[src/rtl/ddc_pkg.sv]
package ddc_pkg;
  typedef enum logic [1:0] {OP_START, OP_STOP, OP_WR, OP_RD} op_t;

  localparam logic [7:0] REG_CTRL = 8'h40;
  localparam logic [7:0] REG_IEN  = 8'h44;
  localparam logic [7:0] REG_STAT = 8'h48;

  localparam int BIT_DONE = 2;
  localparam int BIT_FULL = 3;
  localparam int BIT_ERR  = 4;
  localparam int LEN_LSB  = 20;

  localparam logic [1:0] CMD_EDID  = 2'd3;
  localparam logic [6:0] EDID_DEV  = 7'h50;
  localparam logic [4:0] STAT_MASK = 5'b11100;
  localparam logic [4:0] IEN_MASK  = 5'b11101;
endpackage

[src/rtl/ddc_i2c_phy.sv]
module ddc_i2c_phy
  import ddc_pkg::*;
#(
  parameter int QDIV = 250
) (
  input  logic       clk,
  input  logic       rst,
  input  logic       op_valid,
  input  op_t        op,
  input  logic [7:0] op_byte,
  input  logic       op_nak,
  output logic       op_ready,
  output logic       op_done,
  output logic [7:0] rx_byte,
  output logic       rx_ack,
  input  logic       scl_in,
  input  logic       sda_in,
  output logic       scl_low,
  output logic       sda_low
);
  localparam int CW = (QDIV > 1) ? $clog2(QDIV) : 1;

  typedef enum logic [1:0] {PH_IDLE, PH_START, PH_STOP, PH_BYTE} ph_t;

  ph_t          st;
  logic [CW-1:0] dcnt;
  logic [1:0]   phase;
  logic [3:0]   bitn;
  logic [7:0]   sh;
  logic         is_rd, nak;

  wire tick = (dcnt == CW'(QDIV - 1));
  wire adv  = tick && (st != PH_IDLE) && !(phase == 2'd2 && !scl_in);

  assign op_ready = (st == PH_IDLE);
  assign rx_byte  = sh;

  always_ff @(posedge clk) begin
    if (rst) dcnt <= '0;
    else     dcnt <= tick ? '0 : dcnt + 1'b1;
  end

  always_ff @(posedge clk) begin
    if (rst) begin
      st <= PH_IDLE; phase <= '0; bitn <= '0; sh <= '0;
      is_rd <= 1'b0; nak <= 1'b0; op_done <= 1'b0; rx_ack <= 1'b0;
      scl_low <= 1'b0; sda_low <= 1'b0;
    end else begin
      op_done <= 1'b0;
      if (op_valid && op_ready) begin
        st    <= (op == OP_START) ? PH_START : (op == OP_STOP) ? PH_STOP : PH_BYTE;
        phase <= '0;
        bitn  <= '0;
        sh    <= op_byte;
        is_rd <= (op == OP_RD);
        nak   <= op_nak;
      end else if (adv) begin
        phase <= phase + 2'd1;
        case (st)
          PH_START: begin
            case (phase)
              2'd0: sda_low <= 1'b0;
              2'd1: scl_low <= 1'b0;
              2'd2: sda_low <= 1'b1;
              default: begin scl_low <= 1'b1; st <= PH_IDLE; op_done <= 1'b1; end
            endcase
          end
          PH_STOP: begin
            case (phase)
              2'd0: sda_low <= 1'b1;
              2'd1: scl_low <= 1'b0;
              2'd2: sda_low <= 1'b0;
              default: begin st <= PH_IDLE; op_done <= 1'b1; end
            endcase
          end
          PH_BYTE: begin
            case (phase)
              2'd0: sda_low <= (bitn == 4'd8) ? (is_rd && !nak) : (!is_rd && !sh[7]);
              2'd1: scl_low <= 1'b0;
              2'd2: begin
                if (bitn == 4'd8) rx_ack <= !sda_in;
                else              sh <= {sh[6:0], sda_in};
              end
              default: begin
                scl_low <= 1'b1;
                if (bitn == 4'd8) begin st <= PH_IDLE; op_done <= 1'b1; end
                else bitn <= bitn + 4'd1;
              end
            endcase
          end
          default: ;
        endcase
      end
    end
  end

  // inside a byte, data only moves while the clock line is held low
  p_sda_steady_r3: assert property (@(posedge clk) disable iff (rst)
    (st == PH_BYTE && !scl_low && $past(!scl_low)) |-> $stable(sda_low));

  // a finished STOP leaves both lines released
  p_stop_frees_r6: assert property (@(posedge clk) disable iff (rst)
    (st == PH_STOP && adv && phase == 2'd3) |=> (!scl_low && !sda_low));
endmodule

[src/rtl/ddc_window.sv]
module ddc_window #(
  parameter int WORDS = 16,
  localparam int WA_W = $clog2(WORDS),
  localparam int BA_W = WA_W + 2
) (
  input  logic            clk,
  input  logic            we,
  input  logic [BA_W-1:0] waddr,
  input  logic [7:0]      wbyte,
  input  logic [WA_W-1:0] raddr,
  output logic [31:0]     rword
);
  for (genvar l = 0; l < 4; l++) begin : g_lane
    logic [7:0] mem [WORDS];
    logic [7:0] q;
    always_ff @(posedge clk) begin
      if (we && waddr[1:0] == 2'(l)) mem[waddr[BA_W-1:2]] <= wbyte;
      q <= mem[raddr];
    end
    assign rword[8*l +: 8] = q;
  end
endmodule

[src/rtl/ddc_chunk_reader.sv]
module ddc_chunk_reader
  import ddc_pkg::*;
#(
  parameter int CLK_HZ    = 100_000_000,
  parameter int SCL_HZ    = 100_000,
  parameter int LEN_W     = 12,
  parameter int ADDR_W    = 8,
  parameter int WIN_BYTES = 64
) (
  input  logic              clk,
  input  logic              rst,
  input  logic              bus_rd,
  input  logic              bus_wr,
  input  logic [ADDR_W-1:0] bus_addr,
  input  logic [31:0]       bus_wdata,
  output logic [31:0]       bus_rdata,
  input  logic              scl_in,
  input  logic              sda_in,
  output logic              scl_drive_low,
  output logic              sda_drive_low,
  output logic              irq
);
  localparam int QDIV  = CLK_HZ / (4 * SCL_HZ);
  localparam int WORDS = WIN_BYTES / 4;
  localparam int IDX_W = $clog2(WIN_BYTES);
  localparam int WA_W  = $clog2(WORDS);

  typedef enum logic [3:0] {S_IDLE, S_ST1, S_AW, S_OFF, S_ST2, S_AR, S_RD,
                            S_STALL, S_STOP, S_HOLD} st_t;

  st_t              st;
  logic             en, pend, abort;
  logic [1:0]       cmd;
  logic [LEN_W-1:0] len, rcnt;
  logic [IDX_W-1:0] widx;
  logic [4:0]       ien, stat;
  logic             op_valid, op_nak, op_ready, phy_done, rx_ack;
  op_t              op;
  logic [7:0]       op_byte, rx_byte;
  logic [31:0]      rword, rreg, ctrl_rd;
  logic             rsel_win;

  wire wr_ctrl = bus_wr && (bus_addr == ADDR_W'(REG_CTRL));
  wire wr_ien  = bus_wr && (bus_addr == ADDR_W'(REG_IEN));
  wire wr_stat = bus_wr && (bus_addr == ADDR_W'(REG_STAT));

  wire last    = (rcnt == len - 1'b1);
  wire byte_in = phy_done && (st == S_RD);
  wire ev_full = byte_in && !last && (widx == '1);
  wire ev_done = phy_done && (st == S_STOP) && !abort;
  wire ev_err  = phy_done && (st == S_AW || st == S_OFF || st == S_AR) && !rx_ack;

  always_comb begin
    op_valid = 1'b0; op = OP_START; op_byte = 8'h00; op_nak = 1'b0;
    if (!pend) begin
      case (st)
        S_ST1, S_ST2: op_valid = 1'b1;
        S_AW:   begin op_valid = 1'b1; op = OP_WR; op_byte = {EDID_DEV, 1'b0}; end
        S_OFF:  begin op_valid = 1'b1; op = OP_WR; op_byte = 8'h00; end
        S_AR:   begin op_valid = 1'b1; op = OP_WR; op_byte = {EDID_DEV, 1'b1}; end
        S_RD:   begin op_valid = 1'b1; op = OP_RD; op_nak = last; end
        S_STOP: begin op_valid = 1'b1; op = OP_STOP; end
        default: ;
      endcase
    end
  end

  always_ff @(posedge clk) begin
    if (rst) begin
      st <= S_IDLE; en <= 1'b0; cmd <= '0; len <= '0; rcnt <= '0;
      widx <= '0; pend <= 1'b0; abort <= 1'b0;
    end else begin
      if (op_valid && op_ready) pend <= 1'b1;
      if (phy_done)             pend <= 1'b0;
      case (st)
        S_IDLE: if (wr_ctrl) begin
          en  <= bus_wdata[0];
          cmd <= bus_wdata[3:2];
          len <= bus_wdata[LEN_LSB +: LEN_W];
          if (bus_wdata[0] && bus_wdata[3:2] == CMD_EDID && bus_wdata[LEN_LSB +: LEN_W] != '0) begin
            st <= S_ST1; rcnt <= '0; widx <= '0; abort <= 1'b0;
          end
        end
        S_ST1: if (phy_done) st <= S_AW;
        S_AW:  if (phy_done) begin st <= rx_ack ? S_OFF : S_STOP; abort <= !rx_ack; end
        S_OFF: if (phy_done) begin st <= rx_ack ? S_ST2 : S_STOP; abort <= !rx_ack; end
        S_ST2: if (phy_done) st <= S_AR;
        S_AR:  if (phy_done) begin st <= rx_ack ? S_RD : S_STOP; abort <= !rx_ack; end
        S_RD:  if (phy_done) begin
          rcnt <= rcnt + 1'b1;
          widx <= widx + 1'b1;
          if (last)            st <= S_STOP;
          else if (widx == '1) st <= S_STALL;
        end
        S_STALL: if (wr_ctrl && bus_wdata[1]) st <= S_RD;
        S_STOP:  if (phy_done) st <= S_HOLD;
        S_HOLD:  if (wr_ctrl && !bus_wdata[0]) begin en <= 1'b0; st <= S_IDLE; end
        default: st <= S_IDLE;
      endcase
    end
  end

  always_ff @(posedge clk) begin
    if (rst) begin
      stat <= '0; ien <= '0; irq <= 1'b0;
    end else begin
      stat <= ((stat & ~(wr_stat ? bus_wdata[4:0] : 5'b0)) |
               {ev_err, ev_full, ev_done, 2'b00}) & STAT_MASK;
      if (wr_ien) ien <= bus_wdata[4:0] & IEN_MASK;
      irq <= |(stat & ien);
    end
  end

  always_comb begin
    ctrl_rd = '0;
    ctrl_rd[LEN_LSB +: LEN_W] = len;
    ctrl_rd[3:2] = cmd;
    ctrl_rd[0]   = en;
  end

  always_ff @(posedge clk) begin
    if (rst) begin
      rreg <= '0; rsel_win <= 1'b0;
    end else if (bus_rd) begin
      rsel_win <= (bus_addr < ADDR_W'(WIN_BYTES));
      case (bus_addr)
        ADDR_W'(REG_CTRL): rreg <= ctrl_rd;
        ADDR_W'(REG_IEN):  rreg <= {27'b0, ien};
        ADDR_W'(REG_STAT): rreg <= {27'b0, stat};
        default:           rreg <= '0;
      endcase
    end
  end

  assign bus_rdata = rsel_win ? rword : rreg;

  ddc_window #(.WORDS(WORDS)) i_window (
    .clk(clk), .we(byte_in), .waddr(widx), .wbyte(rx_byte),
    .raddr(bus_addr[2 +: WA_W]), .rword(rword)
  );

  ddc_i2c_phy #(.QDIV(QDIV)) i_phy (
    .clk(clk), .rst(rst), .op_valid(op_valid), .op(op), .op_byte(op_byte),
    .op_nak(op_nak), .op_ready(op_ready), .op_done(phy_done), .rx_byte(rx_byte),
    .rx_ack(rx_ack), .scl_in(scl_in), .sda_in(sda_in),
    .scl_low(scl_drive_low), .sda_low(sda_drive_low)
  );

  // a parked transfer keeps the clock line low
  p_stall_holds_scl_r5: assert property (@(posedge clk) disable iff (rst)
    (st == S_STALL) |-> scl_drive_low);

  // buffer-full only appears together with the parked state
  p_full_means_stall_r5: assert property (@(posedge clk) disable iff (rst)
    $rose(stat[BIT_FULL]) |-> (st == S_STALL));

  // done is flagged only once every requested byte has been counted
  p_done_after_all_r6: assert property (@(posedge clk) disable iff (rst)
    $rose(stat[BIT_DONE]) |-> (rcnt == len));

  // an aborted transfer has received no data bytes
  p_abort_no_data_r7: assert property (@(posedge clk) disable iff (rst)
    (st == S_HOLD && abort) |-> (rcnt == '0));

  // a zero enable mask keeps the interrupt low
  p_mask_quiet_r10: assert property (@(posedge clk) disable iff (rst)
    (ien == '0) |=> !irq);
endmodule

[config.mk]
export PLATFORM = sky130hd
export DESIGN_NAME = ddc_chunk_reader
export DESIGN_NICKNAME = d
export VERILOG_FILES = /design/src/rtl/ddc_pkg.sv /design/src/rtl/ddc_i2c_phy.sv /design/src/rtl/ddc_window.sv /design/src/rtl/ddc_chunk_reader.sv
export SDC_FILE = /design/constraint.sdc
export NUM_CORES = 1
export LEC_CHECK = 0
export ABC_AREA = 1
export BUFFER_PORTS_ARGS = -buffer_cell sky130_fd_sc_hd__buf_2
export CAP_MARGIN = 20
export CORE_MARGIN = 1.5
export CORE_UTILIZATION = 35
export CTS_CLUSTER_DIAMETER = 120
export DETAILED_ROUTE_END_ITERATION = 8
export PLACE_DENSITY = 0.5
export REMOVE_ABC_BUFFERS = 1
export SYNTH_ARGS = -nofsm -noshare
export SYNTH_HDL_FRONTEND = slang
export SYNTH_SLANG_ARGS = --single-unit
export TNS_END_PERCENT = 10
[constraint.sdc]
create_clock -name clk -period 2.7 [get_ports clk]
set_clock_uncertainty 0.15 [all_clocks]
set_input_delay 0.135 -clock clk [delete_from_list [all_inputs] [get_ports clk]]
set_output_delay 0.135 -clock clk [all_outputs]
set_load 0.005 [all_outputs]
# == Word level (Yosys, flattened, before mapping) ==
# Memories as Yosys holds them, arrays and structs flattened. A register that Yosys moved wholly into a read port is not among the register bits.
# Index checks and enable logic that the tools add are counted.
# W data, S select, Z words.
# word_totals
reg_bits,112
latch_bits,0
mem_bits_rw,512
rom_bits,0
input_bits,46
out_inout_bits,35
memories,4
# memory_table
memory,depth,word_bits,rd,rd_ports_with_merged_regs,write_ports,line,text
i_window.g_lane[0].mem,16,8,1,1,1,ddc_window.sv:14,logic [7:0] mem [WORDS];
i_window.g_lane[1].mem,16,8,1,1,1,ddc_window.sv:14,
i_window.g_lane[2].mem,16,8,1,1,1,ddc_window.sv:14,
i_window.g_lane[3].mem,16,8,1,1,1,ddc_window.sv:14,
# classes
add_sub_neg,6
n_mul,0
n_div,0
order_cmp,1
eq_ne,49
shift,0
mux,76
bitwise,8
reduce_logical,74
# ops
operator,n
$pmux W32 S3,1
$mux W4,16
$mux W8,6
$pmux W4 S10,1
$mux W12,3
$mux W32,1
$eq A8 B7 Y1 const B,3
$logic_and A1 B1 Y1,24
$mux W1,24
$pmux W12 S2,1
$ne A2 B1 Y1 const B,10
$mux W6,3
$eq A4 B3 Y1 const B,4
$pmux W8 S2,1
$reduce_and A4 Y1,4
$reduce_bool A2 Y1,8
$reduce_and A5 Y1,3
$eq A2 B2 Y1 const B,7
$mux W2,7
$pmux W1 S2,7
$add A12 B1 Y12 const B,1
$eq A12 B12 Y1,1
$eq A4 B4 Y1 const B,3
$ne A2 B2 Y1 const B,6
other kinds (37),69

# == Longest topological paths before layout ==
# Gate-level depths: netlist of run 1.
# depth
ltp_word,8
depth_mapped,16
depth_no_buf,16

# == Modules after synthesis ==
# Synthesis of run 1 repeated with hierarchy kept, for this count alone.
# hier_totals
cells_unflattened,3046
area_unflattened_um2,28646.2
# modules_own_cells
mod,instances,cells_each,area_per_inst_um2,seq_area_each_um2
ddc_window,1,2197,23012.1,16015.4
ddc_chunk_reader,1,619,3935.0,1281.2
ddc_i2c_phy,1,230,1699.1,600.6

# == Worst setup path before layout of run 1 ==
# OpenSTA, ideal clock, no wires.
# synth_timing
path_kind,reg-to-reg
from,register st[3]
to,"memory i_window.g_lane[0].mem[15][0], enable pin"
setup_ns,0.370
arrival_time_ns,1.686
setup_slack_ns,0.494
path_stages_with_launch,9
period_less_slack_ns,2.206
path_cell_list,dfxtp_1 -> inv_1 -> nand2_1 -> inv_1 -> nand3_2 -> nor2_1 -> nand2_1 -> clkbuf_1 -> nor2_1
# synth_between
elab_chain_cells,5
# synth_lines
item,line,text
start: declaration,ddc_chunk_reader.sv:31,st_t st;
start signal: assignment,ddc_chunk_reader.sv:85,S_AW: if (phy_done) begin st <= rx_ack ? S_OFF : S_STOP; abort <= !rx_ack; end
start signal: assignment,ddc_chunk_reader.sv:86,S_OFF: if (phy_done) begin st <= rx_ack ? S_ST2 : S_STOP; abort <= !rx_ack; end
start signal: assignment,ddc_chunk_reader.sv:88,S_AR: if (phy_done) begin st <= rx_ack ? S_RD : S_STOP; abort <= !rx_ack; end
$eq A4 B3 Y1,ddc_chunk_reader.sv:48,wire byte_in = phy_done && (st == S_RD);
$logic_and A1 B1 Y1,ddc_chunk_reader.sv:48,
$logic_and A1 B1 Y1,ddc_window.sv:17,if (we && waddr[1:0] == 2'(l)) mem[waddr[BA_W-1:2]] <= wbyte;
$mux W1,ddc_window.sv:17,
$mux W1 (not written as such),ddc_window.sv:17,
end: declaration,ddc_window.sv:14,
# Every way passes these cells.

# == Worst setup path after layout of run 1 ==
# layout_timing
from,input port bus_addr[0]
to,register rreg[0]
# layout_between
elab_chain_cells,2
elab_cells_between_ends,4
cone_classes,eq/ne (3); mux (1)
# layout_lines
item,line,text
start: declaration,ddc_chunk_reader.sv:14,"input logic [ADDR_W-1:0] bus_addr,"
$eq A8 B7 Y1,ddc_chunk_reader.sv:126,case (bus_addr)
$pmux W32 S3 (*),ddc_chunk_reader.sv:126,
end signal: assignment,ddc_chunk_reader.sv:127,ADDR_W'(REG_CTRL): rreg <= ctrl_rd;
end signal: assignment,ddc_chunk_reader.sv:128,"ADDR_W'(REG_IEN): rreg <= {27'b0, ien};"
end signal: assignment,ddc_chunk_reader.sv:129,"ADDR_W'(REG_STAT): rreg <= {27'b0, stat};"
end: declaration,ddc_chunk_reader.sv:40,"logic [31:0] rword, rreg, ctrl_rd;"
# Mark *: on every way between the ends. The rest lies on a longest branch, timed or not.
# A chain may end at the register's enable or synchronous reset.

==> summary.txt, run 1 <==
Status
  – Status: finished, violations left
  – Failing checks: hold timing

Routing
  – DR DRC count: 0
  – Post-Route WL: approximately 70000 microns
  – DR iter-0 viols: about 1300
  – Via density: around 5.2
  – WL/cell: around 21 microns
  – ANT nets after route: 0
  – Routed vias: 17831
  – Drt first pass iters: 5

Worst setup path
  – Critical Path Slowest Stage Cell: dlygate4sd3_1
  – WS Path Type: in -> reg
  – Worst stage delay on the critical path: between 0.5 and 0.6 ns
  – Crit path launch: bus_addr[0]
  – FF-to-FF Start: st[1]
  – Crit path buf inv count: 4
  – Worst Setup Start Kind: primary input
  – CP Cell Sequence: dlygate4sd3_1 -> buf_2 -> or2_2 -> nor3_1 -> nand2_1 -> o21ai_0 -> nand2_1 -> dlygate4sd3_1 -> a21oi_1 -> dlygate4sd3_1
  – Cell mode on critical path: dlygate4sd3_1
  – Arr. time, crit path: between 3 and 4 ns
  – Family with the most delay on the worst path: buffers and inverters
  – Critical Path Fanout Max: 4
  – Required time worst endpoint: about 3.1 ns
  – Setup crit end kind: flip-flop

Place
  – GPL Wtd Cong: approximately 0.87
  – Post-DP HPWL: around 44000 microns
  – PortBufs: 65
  – Dpl cell area: ~28000 sq um

Synthesis
  – Ys Warns: 0
  – Mapped Area: roughly 26000 sq um
  – Post-synth EDFFs: a little over 500
  – Post-synthesis cell type count: 48
  – Sequential element share of the synthesized area: 0.688
  – Synthesized instance count: roughly 2200
  – Post-synth ARST share: 0
  – Commonest register cell after synthesis: edfxtp_1
  – Synthesized flop and latch total: about 640
  – Syn avg cell area: about 12 sq um

Power
  – Worst vdd rail ir drop: between 0.0003 and 0.0004 V
  – Pwr Density: between 600 and 700 nW/um^2
  – Logic gate share of total power: 0.040
  – Clock share of power: 0.458
  – Part of the power in registers: 0.502
  – Switch Pwr: ~4.6 mW
  – Sw frac: 0.217
  – P_int: ~16 mW
  – Power Total: ~21 mW
  – Pleak: approximately 10 nW

Global route
  – Antenna violations before repair: 1
  – Total Routing Usage GR: 0.189
  – Gr ovfl total: 0
  – Number of global-route vias before repair: between 15000 and 20000
  – Largest net degree at the start of global routing: 136
  – First-pass GRT wire length: ~110000 microns

STA
  – Tcrit/Tclk final: 0.969
  – Hold_ws: -0.00985 ns
  – Worst-margin pin slew: roughly 0.81 ns
  – Final slew viol count: 0
  – Max Clk Rate: approximately 0.38 GHz
  – RSZ-0062 raised after global routing: true
  – Slew Limit Headroom: 0.458
  – Hold Fails Final Rpt: 2
  – Tmin final: between 2 and 3 ns
  – Finish-stage setup viols: 0

Final layout
  – Share of layout cells above drive strength 1: 0.133
  – Multi-input gate area: just over 7000 sq um
  – Design Area, Final: approximately 30000 sq um
  – Storage element area: around 18000 sq um
  – # diodes: 0
  – Synth-to-layout area growth: 18.5%
  – Fillers: 6793
  – NumNets Final: around 2500

Floorplan
  – Die area: roughly 76000 sq um
  – Die X: approximately 280 microns
  – Core area: about 73000 sq um
  – Initial Util: 0.355
  – Core Rows: ~100
  – Vert. Die Dim: ~280 microns
  – Ports: 81

CTS
  – Worst-path clk slew: roughly 0.050 ns
  – Clock tree buffer depth: 3
  – Root buf cell: clkbuf_16
  – Num CTS Buffers: 72
  – CTS H-Tree Depth: 3
  – Clk sinks: roughly 640
  – Clk_lat worst skew: between 0.6 and 0.7 ns
  – CTS tree: done

Hold path
  – Hold Path Origin: bus_addr[3]
  – Type of the most critical hold path: in -> reg

Run
  – Max-Cap Viols: 0
through the flow:
step                setup TNS [ns]  std cells  worst slack [ns]  utilization
CTS                              0       3425             0.101        0.421
global route               -0.0847       3425           -0.0847        0.421
floorplan                   -37.27       2113             -1.18            -
global placement                 0       3256             0.413        0.384
finish                           0       3425            0.0842        0.421
detailed placement               0       3256             0.368        0.384
cells in the mapped netlist (13+ instances only):
cell	count	area share
o21ai_0	174	0.033
mux2i_1	64	0.025
nor2_1	278	0.040
clkbuf_1	100	0.014
buf_2	13	0.0025
nand3_1	232	0.045
o22ai_1	66	0.016
a21oi_1	77	0.015
edfxtp_1	512	0.59
o2111ai_1	64	0.022
ha_1	20	0.0096
inv_1	124	0.018
dfxtp_1	126	0.097
nor3_1	13	0.0025
a211oi_1	19	0.0055
nand2_1	269	0.039
state kept, by name, indices dropped and copies added, names as in the netlist, 3 cells and up:
signal               count
stat                     3
i_window.g_lane.q       32
i_phy.dcnt               8
i_window.g_lane.mem    512
i_phy.rx_byte            8
ien                      4
widx                     6
rreg                    16
i_phy.bitn               4
rcnt                    12
len                     12
st                       4
kinds of logic (layout without fill, tap and decap cells):
| logic type | Yosys count | after routing | synth area share |
|---|---|---|---|
| simple gates | 824 | 824 | 0.135 |
| flops | 638 | 638 | 0.688 |
| compound gates | 419 | 419 | 0.0969 |
| buf+inv | 257 | 481 | 0.0384 |
| mux | 68 | 68 | 0.0264 |
| fa+ha+maj | 20 | 20 | 0.00962 |
| xor+xnor | 16 | 16 | 0.00539 |
layer usage:
metal,global-route usage,up-vias,share of wire
met5,0,-,0
met4,0.0546,0,0.022
met3,0.0276,97,0.050
met2,0.305,426,0.47
met1,0.266,8852,0.46
li1,-,8456,-
power by group through the flow:
stage / registers (mW) / logic, mW / clock network, mW
final: 10.6 / 0.841 / 9.64
after global routing: 10.6 / 0.924 / 10.3
after CTS: 10.6 / 0.851 / 9.84
after detailed placement: 10.8 / 0.818 / 0
after global placement: 10.8 / 0.808 / 0
after floorplan: 10.8 / 0.379 / 0
layout make-up:
cell class / count / share of cell area
clock inverters: 37 / 0.0127
well taps: 959 / 0.0389
clock buffers: 93 / 0.0626
repair buffers: 223 / 0.0574
multi-input cells: 1347 / 0.232
inverters: 128 / 0.0158
flip-flops and latches: 638 / 0.581
worst paths after layout:
| kind | to | slack, ns | depth (start not counted) |
|---|---|---|---|
| setup / recovery | rreg[0] | 0.08 | 10 |
| hold / removal | ien[0] | -0.01 | 4 |
| setup reg to reg | len[5] | 0.22 | 9 |
| hold reg to reg | ien[0] | 0.30 | 2 |
cells in the final DEF, fill, tap and decap left out, drive strengths merged:
master	instances
xnor2	5
nor2	279
edfxtp	512
o21a	1
inv	131
mux2i	64
dlygate4sd3	39
nand3	234
o31ai	3
nand3b	3
o221ai	2
or2	4
a41oi	1
mux2	4
o21bai	4
nor4	2
a21oi	77
nor3b	3
buf	183
clkinvlp	1
xor2	11
a211oi	19
a2111oi	1
nor3	16
and3	1
nand2	273
clkbuf	94
ha	20
clkinv	27
a31oi	2
a21o	2
o22ai	66
dfxtp	126
nand4	9
o21ai	176
bufinv	6
o2111ai	64
o211ai	1
tightest hold or removal path: cells and delay by family:
family          cells  cell delay (ns)
simple gates        2             0.26
compound gates      1             0.08
buf+inv             1             0.21
repair_timing:
item                                    in CTS  in global routing
setup buffers                                0                  0
hold endpoints to repair                    53                  0
endpoints found under the setup margin       0                  4
resized for setup                            0                  4
hold buffers                                39                  0
Power figures use the tool's default switching activity.
==> run 2, diff against run 1 <==
- CORE_UTILIZATION: 35 -> 25
- PLACE_DENSITY: 0.5 -> 0.39
==> summary.txt, run 2 (same netlist as run 1, synthesis figures left out) <==
Status
  – Status: finished, final reports clean

STA
  – Hold_ws: 0.0164 ns (+0.0262 ns)
  – Slew Limit Headroom: 0.401 (-0.0570)
  – Tmin final: 2.48 ns (-0.132 ns)
  – Max Clk Rate: 0.403 GHz (+5.3%)
  – Tcrit/Tclk final: 0.920 (-0.0490)
  – Setup_tns: 0 ns (unchanged)
  – Finish-stage setup viols: 0 (unchanged)
  – Hold Fails Final Rpt: 0 (-2)
  – RSZ-0062 raised after global routing: false
  – Final slew viol count: 0 (unchanged)
  – Worst-margin pin slew: 0.899 ns (+0.0855 ns)

Power
  – Pleak: 10.5 nW (+0.52%)
  – P_int: 17.2 mW (+4.1%)
  – Worst vdd rail ir drop: 0.000432 V (+17%)
  – Switch Pwr: 4.66 mW (+2.2%)
  – Pwr Density: 693 nW/um^2 (+1.6%)
  – Sw frac: 0.214 (-0.00319)
  – Logic gate share of total power: 0.039 (about the same)
  – Part of the power in registers: 0.484 (-0.018)
  – Power Total: 21.8 mW (+3.7%)
  – Clock share of power: 0.477 (+0.019)

Final layout
  – Synth-to-layout area growth: 21.0%
  – Fillers: 10565 (+56%)
  – Design Area, Final: 31500 sq um (+2.1%)
  – NumNets Final: 2472 (-0.16%)
  – Commonest non-fill, non-tap cells in the layout: edfxtp_1 (512), nor2_1 (277), nand2_1 (269)
  – Largest register FFs: 512 (unchanged)
  – Most common cell after layout, fill and taps aside: edfxtp_1
  – # diodes: 0 (unchanged)
  – Share of layout cells above drive strength 1: 0.135 (+0.00162)

Routing
  – Routed vias: 17616 (-1.2%)
  – Post-Route WL: 76700 microns (+7.1%)
  – DR iter-0 viols: 1211 (-5.1%)
  – WL/cell: 19.9 microns (-4.6%)
  – Via density: 4.58 (-12%)
  – ANT nets after route: 0 (unchanged)
  – Drt first pass iters: 5 (unchanged)
  – DR DRC count: 0 (unchanged)

Worst setup path
  – WS Path Type: in -> reg
  – Critical Path Fanout Max: 37 (+33)
  – Required time worst endpoint: 3.11 ns (+0.02 ns)
  – Worst Setup Start Kind: primary input
  – Arr. time, crit path: 2.89 ns (-0.12 ns)
  – Setup crit end kind: flip-flop

Global route
  – Total Routing Usage GR: 0.143 (-0.0464)
  – Number of global-route vias before repair: 17437 (+0.99%)
  – First-pass GRT wire length: 114000 microns (+5.4%)
  – Gr ovfl total: 0 (unchanged)
  – Largest net degree at the start of global routing: 80 (-41%)
  – Antenna violations before repair: 2 (+1)

CTS
  – Worst-path clk slew: 0.06 ns (about the same)
  – CTS H-Tree Depth: 3 (unchanged)
  – Clk sinks: 638 (unchanged)
  – Clk_lat worst skew: 0.62 ns (about the same)
  – Root buf cell: clkbuf_16
  – Post-CTS setup buffer count: 0 (unchanged)
  – Clock tree buffer depth: 3 (unchanged)
  – CTS tree: done
  – Num CTS Buffers: 74 (+2.8%)

Floorplan
  – Core area: 103000 sq um (+41%)
  – Die area: 106000 sq um (+40%)
  – Core Rows: 118 (+19%)
  – Initial Util: 0.252 (-0.104)
  – Ports: 81 (unchanged)
  – Die X: 326 microns (+18%)
  – Vert. Die Dim: 326 microns (+18%)

Place
  – GPL Wtd Cong: 0.808 (-7.4%)
  – Dpl cell area: 28600 sq um (+1.9%)
  – Post-DP HPWL: 48200 microns (+8.8%)
  – PortBufs: 65 (unchanged)

Hold path
  – Type of the most critical hold path: in -> reg

Run
  – Max-Cap Viols: 0 (unchanged)
==> run 2: changes by cell type in the layout (fill, tap and decap cells not counted), moves of 2 or more <==
cell / previous run / this run
dlygate4sd3_1: 39 / 32
clkbuf_1: 16 / 18
bufinv_16: 6 / 10
clkinv_4: 3 / 0
clkbuf_16: 72 / 79
clkinv_2: 14 / 16
clkbuf_8: 6 / 3
inv_16: 2 / 0
==> run 2: layout make-up <==
| class | instances | area (sq um) | share of cell area |
|---|---|---|---|
| Clock buffer | 99 | 2070 | 0.0658 |
| Clock inverter | 37 | 438 | 0.0139 |
| Inverter | 128 | 489 | 0.0155 |
| Multi-Input combinational cell | 1347 | 7130 | 0.226 |
| Sequential cell | 638 | 17900 | 0.569 |
| Tap cell | 1380 | 1730 | 0.0549 |
| Timing Repair Buffer | 217 | 1710 | 0.0544 |
==> run 2: final timing paths <==
path	from	endpoint	slack (ns)	cells after the start
min reg2reg	i_phy.op_done	pend	0.29	1
max	bus_addr[2]	rreg[3]	0.22	9
max reg2reg	i_phy.phase[0]	i_phy.rx_ack	0.24	9
min	bus_addr[4]	i_window.g_lane[0].q[6]	0.02	5
==> run 2: metrics by stage <==
| step | instances | util | setup slack (ns) |
|---|---|---|---|
| after floorplan | 2113 | - | -1.18 |
| after global placement | 3678 | 0.277 | 0.303 |
| after detailed placement | 3678 | 0.277 | 0.241 |
| after CTS | 3846 | 0.304 | 0.156 |
| after global routing | 3846 | 0.305 | 0.0438 |
| final | 3846 | 0.305 | 0.216 |
==> run 2: timing repair <==
item / in CTS / in global routing
resized for setup: 0 / 1
hold buffers: 32 / 0
hold endpoints to repair: 61 / 0
setup endpoints to repair: 0 / 1
==> run 2: layer usage <==
metal,vias to the layer above,share of wire,GRT usage,wire length (microns)
li1,8435,-,-,-
met1,8727,0.47,0.196,35900
met2,343,0.47,0.232,35900
met3,111,0.037,0.0200,2860
met4,0,0.027,0.0473,2040
met5,-,0,0,0
==> run 2: power groups by stage <==
| stage | clock network, mW | registers (mW) | logic, mW |
|---|---|---|---|
| 2_1_floorplan | 0 | 10.8 | 0.379 |
| 3_3_place_gp | 0 | 10.8 | 0.838 |
| 3_5_place_dp | 0 | 10.8 | 0.841 |
| 4_1_cts | 10.7 | 10.6 | 0.873 |
| 5_1_grt | 11.0 | 10.6 | 0.938 |
| 6_report | 10.4 | 10.6 | 0.852 |
==> run 2: critical path, stage by stage <==
cell,delay (ns)
dlygate4sd3_1,0.54
clkbuf_8,0.26
inv_6,0.19
nor3_1,0.36
nand2_1,0.21
o221ai_1,0.38
nand2_1,0.09
a21oi_1,0.13
dlygate4sd3_1,0.56
